$ cat src/rtl/frac_mul_q_pkg.sv
package frac_mul_q_pkg;

  // Strobes handed from the control to the datapath each cycle.
  typedef struct packed {
    logic captureProduct;  // load the full-precision product register
    logic captureResult;   // load the requantized result register
  } mulStrobes_t;

endpackage

$ cat src/rtl/frac_mul_q_ctrl.sv
module frac_mul_q_ctrl
  import frac_mul_q_pkg::*;
(
  input  logic        clk,
  input  logic        rstN,
  input  logic        inValid,
  output mulStrobes_t strobes,
  output logic        outValid
);

  logic stage1Valid;

  always_ff @(posedge clk or negedge rstN) begin
    if (!rstN) begin
      stage1Valid <= 1'b0;
      outValid    <= 1'b0;
    end else begin
      stage1Valid <= inValid;
      outValid    <= stage1Valid;
    end
  end

  always_comb begin
    strobes.captureProduct = inValid;
    strobes.captureResult  = stage1Valid;
  end

endmodule

$ cat src/rtl/frac_mul_q_requant.sv
// Combinational shift, half-up rounding and clipping of a full-width
// fraction product back to an OUT_W-bit fraction-only code.
module frac_mul_q_requant #(
  parameter int PROD_W = 28,
  parameter int OUT_W  = 16
) (
  input  logic [PROD_W-1:0] product,
  output logic [OUT_W-1:0]  quantized,
  output logic              clipped
);

  localparam int SHIFT = PROD_W - 1 - OUT_W;
  localparam int EXT_W = PROD_W + 1;
  localparam logic [OUT_W-1:0] MAX_CODE = {1'b0, {(OUT_W-1){1'b1}}};
  localparam logic [OUT_W-1:0] MIN_CODE = {1'b1, {(OUT_W-1){1'b0}}};

  logic [EXT_W-1:0] extended;
  logic [EXT_W-1:0] biased;
  logic [2:0]       headBits;
  logic             fits;

  assign extended = {product[PROD_W-1], product};

  generate
    if (SHIFT > 0) begin : gRound
      logic unusedTail;
      assign biased     = extended + (EXT_W'(1) << (SHIFT - 1));
      assign unusedTail = ^biased[SHIFT-1:0];
    end else begin : gExact
      assign biased = extended;
    end
  endgenerate

  // Sign copy, redundant integer bit and output sign must agree.
  assign headBits = biased[PROD_W:PROD_W-2];
  assign fits     = (headBits == 3'b000) || (headBits == 3'b111);

  always_comb begin
    clipped = !fits;
    if (fits)
      quantized = biased[PROD_W-2:SHIFT];
    else if (biased[PROD_W])
      quantized = MIN_CODE;
    else
      quantized = MAX_CODE;
  end

endmodule

$ cat src/rtl/frac_mul_q_datapath.sv
module frac_mul_q_datapath
  import frac_mul_q_pkg::*;
#(
  parameter int A_W   = 16,
  parameter int B_W   = 12,
  parameter int OUT_W = 16
) (
  input  logic             clk,
  input  logic             rstN,
  input  mulStrobes_t      strobes,
  input  logic [A_W-1:0]   opA,
  input  logic [B_W-1:0]   opB,
  output logic [OUT_W-1:0] result,
  output logic             satFlag
);

  localparam int PROD_W = A_W + B_W;

  logic signed [PROD_W-1:0] aWide;
  logic signed [PROD_W-1:0] bWide;
  logic [PROD_W-1:0]        productReg;
  logic [OUT_W-1:0]         rqValue;
  logic                     rqClip;

  assign aWide = {{B_W{opA[A_W-1]}}, opA};
  assign bWide = {{A_W{opB[B_W-1]}}, opB};

  always_ff @(posedge clk or negedge rstN) begin
    if (!rstN)
      productReg <= '0;
    else if (strobes.captureProduct)
      productReg <= aWide * bWide;
  end

  frac_mul_q_requant #(
    .PROD_W(PROD_W),
    .OUT_W (OUT_W)
  ) uRequant (
    .product  (productReg),
    .quantized(rqValue),
    .clipped  (rqClip)
  );

  always_ff @(posedge clk or negedge rstN) begin
    if (!rstN) begin
      result  <= '0;
      satFlag <= 1'b0;
    end else if (strobes.captureResult) begin
      result  <= rqValue;
      satFlag <= rqClip;
    end
  end

endmodule

$ cat src/rtl/frac_mul_q.sv
module frac_mul_q
  import frac_mul_q_pkg::*;
#(
  parameter int A_W   = 16,
  parameter int B_W   = 12,
  parameter int OUT_W = 16
) (
  input  logic             clk,
  input  logic             rstN,
  input  logic             inValid,
  input  logic [A_W-1:0]   opA,
  input  logic [B_W-1:0]   opB,
  output logic             outValid,
  output logic [OUT_W-1:0] result,
  output logic             satFlag
);

  mulStrobes_t strobes;

  frac_mul_q_ctrl uCtrl (
    .clk     (clk),
    .rstN    (rstN),
    .inValid (inValid),
    .strobes (strobes),
    .outValid(outValid)
  );

  frac_mul_q_datapath #(
    .A_W  (A_W),
    .B_W  (B_W),
    .OUT_W(OUT_W)
  ) uData (
    .clk    (clk),
    .rstN   (rstN),
    .strobes(strobes),
    .opA    (opA),
    .opB    (opB),
    .result (result),
    .satFlag(satFlag)
  );

endmodule

$ cat config.mk
export PLATFORM = sky130hd
export DESIGN_NAME = frac_mul_q
export DESIGN_NICKNAME = d
export VERILOG_FILES = /design/src/rtl/frac_mul_q_pkg.sv /design/src/rtl/frac_mul_q_ctrl.sv /design/src/rtl/frac_mul_q_requant.sv /design/src/rtl/frac_mul_q_datapath.sv /design/src/rtl/frac_mul_q.sv
export SDC_FILE = /design/constraint.sdc
export NUM_CORES = 1
export LEC_CHECK = 0
export CAP_MARGIN = 20
export CORE_ASPECT_RATIO = 0.9
export CORE_UTILIZATION = 57
export CTS_CLUSTER_SIZE = 40
export DETAILED_ROUTE_END_ITERATION = 6
export GPL_TIMING_DRIVEN = 0
export PLACE_DENSITY_LB_ADDON = 0.25
export SLEW_MARGIN = 20
export SYNTH_ARGS = -nofsm -noshare
export SYNTH_HDL_FRONTEND = slang
export SYNTH_SLANG_ARGS = --single-unit
$ cat constraint.sdc
create_clock -name clk -period 2.02 [get_ports clk]
set_clock_uncertainty 0.05 [all_clocks]
set_input_delay 0.404 -clock clk [delete_from_list [all_inputs] [get_ports clk]]
set_output_delay 0.404 -clock clk [all_outputs]
set_load 0.03 [all_outputs]
Word-level counts from Yosys, hierarchy flattened
Index checks and enable logic that the tools add are counted.
{"block": "op_classes", "addsub": 1, "mul": 1, "eq_ne": 1, "n_reduce_logical": 3, "n_mux": 2}
{"op": "$mux W16", "n": 2}
{"op": "$add A28 B12 Y29 const B", "n": 1}
{"op": "$mul A16 B12 Y28", "n": 1}
{"op": "$eq A3 B3 Y1 const B", "n": 1}
{"op": "$logic_not A3 Y1", "n": 1}
{"op": "$logic_not A1 Y1", "n": 1}
{"op": "$logic_or A1 B1 Y1", "n": 1}
{"block": "word_totals", "out_inout_bits": 18, "elab_cells": 13, "input_bits": 31, "reg_bits": 47}

Logic depth before layout (Yosys ltp)
{"block": "depth", "word_depth": 4, "mapped_depth": 20, "mapped_depth_nobuf": 19}

Hierarchy
From an unflattened synthesis, not the netlist that was laid out.
{"block": "hier_totals", "hier_cells": 1055, "area_unflattened_um2": 9520.4}
{"mod": "frac_mul_q_datapath", "cells_each": 910, "instances": 1, "seq_area_each_um2": 1126.1, "area_per_inst_um2": 8590.7}
{"mod": "frac_mul_q_requant", "cells_each": 141, "instances": 1, "seq_area_each_um2": 0.0, "area_per_inst_um2": 864.6}
{"mod": "frac_mul_q_ctrl", "cells_each": 4, "instances": 1, "seq_area_each_um2": 50.0, "area_per_inst_um2": 65.1}

Worst setup path after synthesis
OpenSTA, ideal clock, no wires.
{"block": "synth_timing", "path_type": "input port to flip-flop", "start": "input opB[0]", "end": "register uData.productReg[25]", "path_slack_ns": -3.367, "path_buffers": 1, "stages": 19, "setup_time_ns": 0.139, "arrival_time_ns": 5.198, "required_time_ns": 1.831, "path_cell_list": "clkbuf_1 -> nand2_1 -> fa_1 -> inv_1 -> ha_1 -> inv_1 -> fa_1 -> inv_1 -> fa_1 -> inv_1 -> fa_1 -> inv_1 -> ha_1 -> and3_1 -> and2_1 -> and2b_1 -> o2111ai_1 -> and4_1 -> or4_1"}
{"block": "synth_between", "elab_chain_cells": 1}
{"item": "start: declaration", "line_no": "frac_mul_q.sv:12", "rtl": "input logic [B_W-1:0] opB,"}
{"item": "$mul A16 B12 Y28", "line_no": "frac_mul_q_datapath.sv:32", "rtl": "productReg <= aWide * bWide;"}
{"item": "end signal: assignment", "line_no": "frac_mul_q_datapath.sv:32"}
{"item": "end: declaration", "line_no": "frac_mul_q_datapath.sv:21", "rtl": "logic [PROD_W-1:0] productReg;"}
Every way passes these cells.
A chain may end at the register's enable or synchronous reset.

Final worst setup path
{"block": "layout_timing", "start": "input opA[0]", "end": "register uData.productReg[24]"}
{"block": "layout_between", "elab_chain_cells": 1}
{"item": "start: declaration", "line_no": "frac_mul_q.sv:11", "rtl": "input logic [A_W-1:0] opA,"}
{"item": "$mul A16 B12 Y28", "line_no": "frac_mul_q_datapath.sv:32"}
Every way passes these cells.

==> run_results.csv <==
group,metric,value,unit
outcome,outcome,"complete, but fails checks",
outcome,violations,"setup timing",
yosys,syn_area,8450,um2
clock_network,cts_buffers,5,
finish,final_nets,1343,
global_route,grt_pass1_vias,7539,
critical_path,cp-start-kind,"primary input",
place,pre_cts_ws,-4110,ps
critical_path,max_stage_delay,580,ps
yosys,yosys-top-cells-area,"fa_1 42%, dfrtp_1 11%, inv_1 9.1%",
yosys,ys_seq_area_frac,0.110,
yosys,synthDistinctLibCells,52,
global_route,overflow,0,
critical_path,end_kind,"flop",
sta,final_min_period_over_clock_period,2.55,
route,dr.pass1.iters,6,
sta,finalSetupTns,-52880,ps
die,die_area,15300,um2
yosys,synth_edf_count,0,
route,routed_via_density,5.65,
place,port_buffers,48,
critical_path,rr_worst_depth,8,
yosys,synth_nets,1183,
place,post-dp-hpwl,15.8,mm
yosys,ys_ff_latch,37,
clock_network,h-tree-depth,2,
route,wl,24.9,mm
finish,regArea,927,um2
route,drtAntennaViolNets,0,
sta,rsz0062_at_grt,"true",
clock_network,cts_buffer_depth,2,
die,die-height,118,um
die,ios,49,
sta,slew_headroom,0.474,
yosys,netlist_instances,919,
die,std_cell_rows,41,
clock_network,clk_latency,280,ps
yosys,syn_area_per_cell,9.20,um2
critical_path,crit_path_frequent_cell,"fa_1",
finish,antennaDiodeCount,0,
sta,tightest_slew,789,ps
route,dr_wl_met2,12.8,mm
critical_path,required,2130,ps
finish,multi_input_area,7450,um2
route,highest_layer,"met4",
route,drc,0,
critical_path,crit_chain,"dlygate4sd2_1 -> nand2b_1 -> fa_1 -> fa_1 -> inv_1 -> fa_2 -> fa_1 -> inv_2 -> fa_1 -> inv_2 -> ha_4 -> nand2_2 -> or3_4 -> o2bb2ai_4 -> a221oi_4 -> buf_4 -> a311o_1",
hold_path,hp-class,"in2async",
finish,areaGrowthSynthToFinish,35.7,%
route,drtIter0Drc,554,
global_route,grt_antenna_before_repair,0,
global_route,grt_usage,0.309,
sta,fmax,0.194,GHz
critical_path,cp_slowest_cell,"fa_1",
sta,hold_ws,26.8,ps
place,placedCellCount,1161,
sta,fin_crit,5160,ps
clock_network,cts.clk_slew.worst_paths,60,ps
critical_path,path_class,"in2reg",
sta,finalSetupViolCount,19,
route,met3_length,1.79,mm
die,initial_core_util,0.593,
global_route,grt_pass1_wl,36.1,mm
route,wl_met1,9.00,mm
clock_network,cts_tree,"done",
sta,final_max_slew_viol_count,0,
yosys,ys.flop_type,"dfrtp_1",
critical_path,arrival,5260,ps
place,place_congestion,0.892,
finish,drive_gt1_frac,0.320,
finish,layout.cells.non_filler,1273,
die,die_w,130,um
yosys,synth_top_area_share,0.417,
route,wire_per_inst,19.5,um
yosys,synth_warnings,0,
sta,layout_setup_ws,-3140,ps
run,cap_violations,0,
finish,fillers,808,
critical_path,worstPathMaxFanout,4,
route,vias,7193,
clock_network,clock-root-buffer,"clkbuf_16",
global_route,grt_max_degree,20,
yosys,async_flop_share,1.00,
yosys,netlist.top_cell.by_area,"fa_1",
sta,hold_viol_final,0,
clock_network,cts_sinks,37,
die,core,14300,um2
-- what timing repair did --
action / CTS / global route
setup endpoints to repair: 34 / 34
resized for setup: 217 / 132
hold buffers: 0 / 0
cloned: 9 / 1
pin swaps: 75 / 80
setup buffers: 49 / 47
-- flip-flops by register name, indices dropped and copies added (netlist names) --
name,count
uCtrl.outValid,1
uCtrl.stage1Valid,1
uData.productReg,18
uData.result,16
uData.satFlag,1
-- layer usage --
metal / up-vias / GRT usage
met1: 3614 / 0.388
met4: 0 / 0.0999
met5: - / 0
met2: 355 / 0.541
met3: 136 / 0.0486
li1: 3088 / -
-- path summary, 6_finish.rpt --
path | from | endpoint | slack [ps]
max in group asynchronous | rstN | uData.productReg[16] | 1420
max | opA[0] | uData.productReg[24] | -3140
min in group clk | uCtrl.stage1Valid | uCtrl.outValid | 320
max reg2reg | uData.productReg[18] | uData.result[3] | 0
min | rstN | uData.result[1] | 30
min reg2reg | uCtrl.stage1Valid | uCtrl.outValid | 320
-- cells by family after synthesis --
logic type                 count (synthesis)  synth area share
and+or+nand+nor                          273             0.149
adders and majority gates                233             0.501
xor gates and xnor gates                  40            0.0414
buffers and inverters                    242             0.108
muxes                                     11            0.0147
DFF                                       37             0.110
AOI/OAI and AO/OA                         83            0.0753
-- critical path: cells and delay by family --
family,cells,cell delay (ps)
fa+ha+maj,6,2880
simple gates,3,700
compound gates,3,710
buf+inv,5,580
-- cells in the final DEF, fill, tap and decap left out, types with 19 or more instances in the layout --
master | Yosys | routed
buf_4 | 1 | 79
ha_1 | 57 | 36
inv_2 | 0 | 27
and2_1 | 60 | 47
inv_1 | 206 | 177
xnor2_1 | 23 | 21
fa_2 | 0 | 20
buf_6 | 0 | 26
dfrtp_1 | 37 | 36
nand2_1 | 132 | 113
clkdlybuf4s50_1 | 0 | 19
fa_1 | 176 | 156
ha_4 | 0 | 21
nor2_1 | 42 | 31
-- cell usage after synthesis (all sizes together) (5+ instances only) --
| cell | number |
|---|---|
| and3 | 5 |
| o21ai | 9 |
| xor2 | 17 |
| clkbuf | 32 |
| xnor2 | 23 |
| and2 | 61 |
| a21oi | 19 |
| o22a | 16 |
| dfrtp | 37 |
| inv | 206 |
| nand3 | 11 |
| mux2 | 11 |
| ha | 57 |
| nand2 | 132 |
| nor2 | 42 |
| fa | 176 |
| o31ai | 5 |
| a21o | 12 |
-- layout make-up --
| class | instances | share of cell area |
|---|---|---|
| multi-input combinational | 640 | 0.649 |
| tap | 193 | 0.0211 |
| inverter | 206 | 0.0680 |
| sequential | 37 | 0.0808 |
| buffer | 34 | 0.0439 |
| timing repair buffer | 155 | 0.125 |
| clock buffer | 6 | 0.0112 |
| clock inverter | 2 | 0.000873 |
-- through the flow --
| step | utilization | cell area (um2) |
|---|---|---|
| 3_5_place_dp | 0.684 | 9750 |
| 4_1_cts | 0.751 | 10700 |
| 5_1_grt | 0.804 | 11500 |
| 6_report | 0.804 | 11500 |
| 3_3_place_gp | 0.682 | 9730 |
| 2_1_floorplan | - | 9000 |
Power is not shown: default switching activity piles up to over one toggle a cycle in this logic, so the estimate is an artifact.
